`src/rtl/bcd_pkg.sv`:
```
package bcd_pkg;
    localparam int DIGIT_W  = 4;
    localparam int LAST_DIG = 9;

    typedef enum logic [DIGIT_W-1:0] {
        DIG0  = 4'd0,
        DIG1  = 4'd1,
        DIG2  = 4'd2,
        DIG3  = 4'd3,
        DIG4  = 4'd4,
        DIG5  = 4'd5,
        DIG6  = 4'd6,
        DIG7  = 4'd7,
        DIG8  = 4'd8,
        DIG9  = 4'd9,
        BAD10 = 4'd10,
        BAD11 = 4'd11,
        BAD12 = 4'd12,
        BAD13 = 4'd13,
        BAD14 = 4'd14,
        BAD15 = 4'd15
    } dig_state_t;
endpackage

```
`src/rtl/bcd_next.sv`:
```
// Next-state equations, bit by bit, in exclusive-OR form.
module bcd_next
    import bcd_pkg::*;
(
    input  dig_state_t cur,
    output dig_state_t nxt
);
    logic w1, w2, w4, w8;
    logic [DIGIT_W-1:0] d;

    assign w1 = cur[0];
    assign w2 = cur[1];
    assign w4 = cur[2];
    assign w8 = cur[3];

    always_comb begin
        d[0] = ~w1;
        d[1] = w2 ^ (w1 & ~w8);
        d[2] = w4 ^ (w1 & w2);
        d[3] = w8 ^ ((w1 & w8) | (w1 & w2 & w4));
        nxt  = dig_state_t'(d);
    end
endmodule

```
`src/rtl/bcd_decode.sv`:
```
// Output decode from the current state.
module bcd_decode
    import bcd_pkg::*;
(
    input  dig_state_t cur,
    input  logic       en,
    output logic       term,
    output logic       bad
);
    always_comb begin
        bad = cur[3] & (cur[2] | cur[1]);
    end

    always_comb begin
        term = 1'b0;
        unique case (cur)
            DIG9:    term = en;
            default: term = 1'b0;
        endcase
    end
endmodule

```
`src/rtl/bcd_digit.sv`:
```
module bcd_digit
    import bcd_pkg::*;
(
    input  logic               clk,
    input  logic               srst,
    input  logic               cnt_en,
    output logic [DIGIT_W-1:0] count,
    output logic               term,
    output logic               bad
);
    dig_state_t state_q;
    dig_state_t state_nx;

    bcd_next u_next (
        .cur (state_q),
        .nxt (state_nx)
    );

    bcd_decode u_dec (
        .cur  (state_q),
        .en   (cnt_en),
        .term (term),
        .bad  (bad)
    );

    always_ff @(posedge clk) begin
        if (srst)
            state_q <= DIG0;
        else if (cnt_en)
            state_q <= state_nx;
    end

    assign count = state_q;

    AST_HOLD_IDLE: assert property (@(posedge clk) disable iff (srst)
        !cnt_en |=> $stable(count));

    AST_STEP_UP: assert property (@(posedge clk) disable iff (srst)
        (cnt_en && count < 4'd9) |=> count == $past(count) + 4'd1);

    AST_TERM_WRAP: assert property (@(posedge clk) disable iff (srst)
        term |=> count == 4'd0);

    AST_ODD_ESCAPE: assert property (@(posedge clk) disable iff (srst)
        (bad && count[0] && cnt_en) |=> !bad);

    AST_EVEN_ESCAPE: assert property (@(posedge clk) disable iff (srst)
        (bad && !count[0] && cnt_en) |=> (bad && count[0]));

    AST_LEGAL_CLOSED: assert property (@(posedge clk) disable iff (srst)
        (!bad && cnt_en) |=> !bad);
endmodule

```
`config.mk`:
```
export PLATFORM = sky130hd
export DESIGN_NAME = bcd_digit
export DESIGN_NICKNAME = d
export VERILOG_FILES = /design/src/rtl/bcd_pkg.sv /design/src/rtl/bcd_next.sv /design/src/rtl/bcd_decode.sv /design/src/rtl/bcd_digit.sv
export SDC_FILE = /design/constraint.sdc
export NUM_CORES = 1
export LEC_CHECK = 0
export BUFFER_PORTS_ARGS = -buffer_cell sky130_fd_sc_hd__buf_2
export CAP_MARGIN = 15
export CORE_AREA = 2 2 39 41
export CTS_CLUSTER_SIZE = 28
export DETAILED_ROUTE_END_ITERATION = 10
export DIE_AREA = 0 0 41 43
export PLACE_DENSITY = 0.31
export SLEW_MARGIN = 20
export SYNTH_ARGS = -nofsm -noshare
export SYNTH_HDL_FRONTEND = slang
export SYNTH_SLANG_ARGS = --single-unit
export TNS_END_PERCENT = 50
```
`constraint.sdc`:
```
create_clock -name clk -period 1.7 [get_ports clk]
set_clock_uncertainty 0.1 [all_clocks]
set_input_delay 0.085 -clock clk [delete_from_list [all_inputs] [get_ports clk]]
set_output_delay 0.085 -clock clk [all_outputs]
set_load 0.02 [all_outputs]
```
==> results by group, run 1 <==
Outcome
  • Run status: complete, no violations

CTS
  • Worst-Skew Late Latency: 230 ps
  • Hold buffers post-CTS: 1
  • Root Buffer: clkbuf_4
  • Post-cts sizing count: 0
  • CTS buffer count: 3
  • Post-CTS Repair Setup Buffers: 0
  • H-tree Lvls: 1
  • Total clock sinks: 4
  • Bufs on Longest Clock Path: 2
  • Worst-path clk slew: 40 ps
  • CTS tree: built

Drt
  • DRC Markers: 0
  • Total Wirelength: 450 um
  • Post-DRT Antenna Nets: 0
  • First-pass DRT Iterations: 2
  • DR iter-0 viols: 3
  • WL/cell: 9.18 um
  • Vias per cell: 4.02
  • Vias: 197

Synth
  • YS warnings: 0
  • Synth Area in Simple Gates: 28.0%
  • Main area contributors after synthesis: dfxtp_1 38%, mux2_4 7.1%, and4bb_1 6.0%
  • Syn Std Cell Area: 210 um^2
  • Compound-gate portion of the synthesized area: 10.1%
  • Mux cell area share after synthesis: 11.9%
  • Synthesized area per cell: 10.0 um^2
  • Post-synthesis net count: 25
  • Synth area leader: dfxtp_1
  • Post-Synth Adder-Cell Area: 5.95%
  • Largest family of logic cells by synthesized area: simple AND/OR/NAND/NOR gates
  • Sequential share of the synthesized area: 38.1%
  • Post-synth top area share: 38.1%
  • Synth Instances: 21
  • Post-Synth XOR/XNOR Area: 4.17%
  • Synth Register Bits: 4
  • Synth cell types: 16

Pwr
  • Leak Pwr: 0.159 nW
  • Final Power: 0.256 mW
  • Power per cell area: 847 mW/mm^2
  • Peak VDD IR: 0.000268 V

Worst setup path
  • CP max stage delay: 360 ps
  • CP Data Required Time: 1720 ps
  • Worst Path Buf+Inv: 0
  • Setup CP Type: flop to flop
  • Crit-path leading delay family: simple AND/OR/NAND/NOR gates
  • CP Cell Sequence: and2_1, ha_1, and4bb_1, a31o_2
  • Startpoint types: flop
  • Slowest CP cell: dfxtp_1
  • Worst-path fanout max: 6
  • Crit. End Element: flop
  • Worst EP arrival: 1360 ps

Floorplanning
  • Die Wd: 41 um
  • Row cnt: 14
  • Initial Utilization: 15.2%
  • Die Y: 43 um
  • Core area: 0.00138 mm^2
  • Die footprint: 0.00176 mm^2
  • I/O Pins: 9

Timing
  • Setup TNS: 0 ps
  • Final Hold Viols: 0
  • Final Max Tran Viols: 0
  • Max Fclk: 751 MHz
  • Final setup viols: 0
  • Fin crit period: 1330 ps
  • RSZ-0062 raised after global routing: no
  • Slew HR: 84.6%
  • Final Cycle Share: 78.4%
  • Hold_ws: 99.2 ps
  • Worst-Margin Slew: 231 ps

Placement
  • Number of buffers added on ports: 8
  • Dpl hpwl: 341 um
  • Post-Place Cells: 45
  • GPL Wtd Cong: 0.707

Finish
  • Share of layout cells above drive strength 1: 42.4%
  • Final net count: 39
  • Non-filler cells, final: 49
  • Antenna diode count: 0
  • Final Util: 21.9%
  • Layout area overhead: 44.0%
  • Number of flip-flops under the largest register name: 4

Global routing
  • Total GRT Usage: 5.92%
  • Largest net degree at the start of global routing: 7
  • Number of global-route vias before repair: 162
  • Grt ovf: 0
  • Initial antenna violation count: 0
  • First-pass GRT wire length: 627 um

Hold path
  • Hold crit path type: primary input to flop

Run
  • Max-cap viol count: 0
[worst register-to-register path, cell delays in order, from the launching register on]
cell,delay [ps]
dfxtp_1,360
and2_1,190
ha_1,190
and4bb_1,190
a31o_2,200
[per-layer routing]
metal / vias up / global-route usage [%] / routed length, um
li1: 100 / - / -
met1: 94 / 6.11 / 200
met5: - / 0 / 0
met2: 3 / 6.88 / 224
met3: 0 / 4.71 / 25
met4: 0 / 6.00 / 0
[synth_stat cells]
cell,instances
xnor2_1,1
mux2_4,1
and4bb_1,1
and2_1,1
mux2i_1,1
o21ai_0,1
a31o_2,1
nor3_1,1
inv_1,1
nor2_1,3
o21a_1,1
dfxtp_1,4
and2b_1,1
nand3_1,1
nand3b_2,1
ha_1,1
[cell type report]
cell class / instances / area [um^2]
fill: 154 / 1080
clock buffer: 3 / 22.5
inverter: 1 / 3.75
sequential: 4 / 80.1
timing repair buffer: 9 / 50.0
multi-input combinational: 16 / 126
tap: 16 / 20.0
[logic make-up after synthesis]
group	count (synthesis)
adders and majority gates	1
muxes	2
xor gates and xnor gates	1
and+or+nand+nor	9
AOI/OAI and AO/OA	3
buffers and inverters	1
DFF	4
[through the flow]
step	worst slack, ps	cell area (um^2)
after global routing	334	303
after detailed placement	379	270
final	368	303
after global placement	388	270
after floorplan	347	210
after CTS	372	303
[where the power goes]
part           switching [mW]  internal [mW]
combinational          0.0166         0.0160
clock                  0.0378         0.0789
sequential            0.00761         0.0993
[final timing paths]
| check | to | cells after the start | start | slack (ps) |
|---|---|---|---|---|
| worst max-delay path | count[3] | 4 | count[0] | 370 |
| worst min-delay path | count[0] | 3 | cnt_en | 100 |
| worst max register to register | count[3] | 4 | count[0] | 370 |
| worst min register to register | count[2] | 2 | count[2] | 470 |
[cell usage in the layout (no fill, tap or decap), types with 3 or more instances in the layout]
master    netlist  layout
dfxtp_1         4       4
nor2_1          3       3
clkbuf_4        0       3
buf_2           0       8
(Power assumes the default switching activity.)
==> inputs of run 2 (changes only) <==
- ABC_AREA: default -> 1
- clock period: 1.7 -> 1.4 ns (I/O delays scaled with it)
==> results by group, run 2 <==
Timing
  • Final setup viols: 0
  • Final Hold Viols: 0
  • Final Max Tran Viols: 0
  • Max Fclk: 830 MHz
  • RSZ-0062 raised after global routing: no
  • Final Cycle Share: 86.1%
  • Fin crit period: 1200 ps
  • Slew HR: 86.5%
  • Worst-Margin Slew: 202 ps
  • Setup TNS: 0 ps

Finish
  • Number of flip-flops under the largest register name: 4
  • Multi-input logic area: 103 um^2
  • Layout area overhead: 40.2%
  • Commonest non-fill, non-tap cell in the layout: buf_2
  • Fill cells: 165
  • Share of layout cells above drive strength 1: 31.7%
  • Most frequent cells in the layout: 8 x buf_2, 5 x nand2_1, 5 x nor2_1
  • Antenna diode count: 0
  • Final net count: 47
  • Register Area: 80.1 um^2

Worst setup path
  • Setup crit start: count[3]
  • CP Cell Sequence: nand3_1, nor3_1, buf_2
  • Setup crit end: term
  • Crit-path leading delay family: flip-flops
  • Worst-path fanout max: 5
  • Worst EP arrival: 1030 ps
  • Startpoint types: flop
  • FF-to-FF setup slack: 320 ps
  • Worst Path Buf+Inv: 1
  • RR Endpoint: count[3]
  • R2r worst-path depth: 6
  • Slowest CP cell: dfxtp_1
  • CP Data Required Time: 1230 ps
  • Crit. End Element: primary output
  • RR Startpoint: count[1]
  • Crit path depth: 3
  • CP max stage delay: 380 ps
  • Setup CP Type: flop to primary output

Floorplanning
  • Die Wd: 41 um
  • I/O Pins: 9
  • Die footprint: 0.00176 mm^2
  • Row cnt: 14
  • Die Y: 43 um
  • Core area: 0.00138 mm^2
  • Initial Utilization: 14.8%

Drt
  • Post-DRT Antenna Nets: 0
  • WL/cell: 9.04 um
  • Vias per cell: 4.02
  • DR iter-0 viols: 7
  • Vias: 229
  • First-pass DRT Iterations: 2
  • Total Wirelength: 515 um
  • DRC Markers: 0

Synth
  • Synth cell types: 12
  • Synth top cells by count: 5 x nand2_1, 5 x nor2_1, 4 x dfxtp_1, 4 x inv_1, 3 x a21oi_1
  • Synthesized area per cell: 6.84 um^2
  • Sequential share of the synthesized area: 39.0%
  • Mux cell area share after synthesis: 0%
  • Syn Std Cell Area: 205 um^2
  • Main area contributors after synthesis: dfxtp_1 39%, nand2_1 9.1%, nor2_1 9.1%
  • YS warnings: 0
  • Synth Area in Simple Gates: 31.7%
  • Compound-gate portion of the synthesized area: 12.2%
  • Largest family of logic cells by synthesized area: simple AND/OR/NAND/NOR gates
  • Synth Register Bits: 4
  • Synth area leader: dfxtp_1
  • Post-Synth XOR/XNOR Area: 0%
  • Main synth FF type: dfxtp_1
  • Post-synthesis net count: 34
  • Post-Synth Adder-Cell Area: 6.10%
  • Post-synth top area share: 39.0%
  • Number of synthesized flops with an enable pin: 0
  • Synth Instances: 30
  • Fraction of registers with async set/reset: 0%

Global routing
  • Total GRT Usage: 7.63%
  • Number of global-route vias before repair: 178
  • First-pass GRT wire length: 793 um
  • Grt ovf: 0
  • Initial antenna violation count: 0
  • Largest net degree at the start of global routing: 10

CTS
  • Post-cts sizing count: 0
  • Root Buffer: clkbuf_4
  • Hold buffers post-CTS: 0
  • CTS buffer count: 3
  • CTS tree: built
  • Worst-path clk slew: 40 ps
  • Post-CTS Repair Setup Buffers: 0
  • Total clock sinks: 4
  • Bufs on Longest Clock Path: 2
  • Worst-Skew Late Latency: 230 ps
  • H-tree Lvls: 1

Placement
  • GPL Wtd Cong: 0.652
  • Number of buffers added on ports: 8
  • Dpl hpwl: 384 um

Pwr
  • Final Power: 0.313 mW
  • Peak VDD IR: 0.000346 V
  • Leak Pwr: 0.149 nW
  • Power per cell area: 1090 mW/mm^2

Outcome
  • Run status: complete, no violations

Run
  • Max-cap viol count: 0

Hold path
  • Hold crit path type: primary input to flop
-- run 2: cell types whose count changed after synthesis, moves of 2 or more --
cell / change
a21oi_1: +3
nand2_1: +5
inv_1: +3
nor2_1: +2
-- run 2: kinds of logic after synthesis --
kind of cell             count (synthesis)
AO/OA/AOI/OAI                            5
buffers and inverters                    5
AND/OR/NAND/NOR                         15
flip-flops                               4
adder cells (fa/ha/maj)                  1
-- run 2: cell type report --
cell class	count	share of cell area, %
tap	16	6.96
multi-input combinational	21	35.7
clock buffer	3	7.83
inverter	4	5.22
sequential	4	27.8
timing repair buffer	9	16.5
-- run 2: through the flow --
stage          std cells  area [um^2]  setup slack (ps)  hold WS, ps  util, %
6_report              57          288               195         29.0     20.8
5_1_grt               57          288              62.7         38.4     20.8
4_1_cts               57          288               167         27.5     20.8
3_5_place_dp          54          265               323          278     19.2
3_3_place_gp          54          265               332          263     19.2
2_1_floorplan         30          205               111          144        -
-- run 2: metal layers --
metal,part of all wire [%],track usage (%)
met1,47,9.32
met2,41,8.13
met3,12,9.42
met4,0,2.00
met5,0,0
-- run 2: how the worst min path moves through the flow --
stage               from  endpoint  slack, ps  depth (start not counted)
floorplan           srst  count[1]        140                          3
global placement    srst  count[1]        260                          4
detailed placement  srst  count[1]        280                          4
CTS                 srst  count[1]         30                          4
global route        srst  count[3]         40                          4
finish              srst  count[1]         30                          4
-- run 2: tightest hold or removal path, delay by kind of cell --
| family | cells | cell delay, ps |
|---|---|---|
| buffers and inverters | 2 | 140 |
| and+or+nand+nor | 2 | 110 |
-- run 2: report_power, final --
part	total [mW]	switching (mW)	internal, mW
sequential	0.128	0.00735	0.121
combinational	0.0412	0.0254	0.0159
clock	0.144	0.0477	0.0959
total	0.313	0.0805	0.233
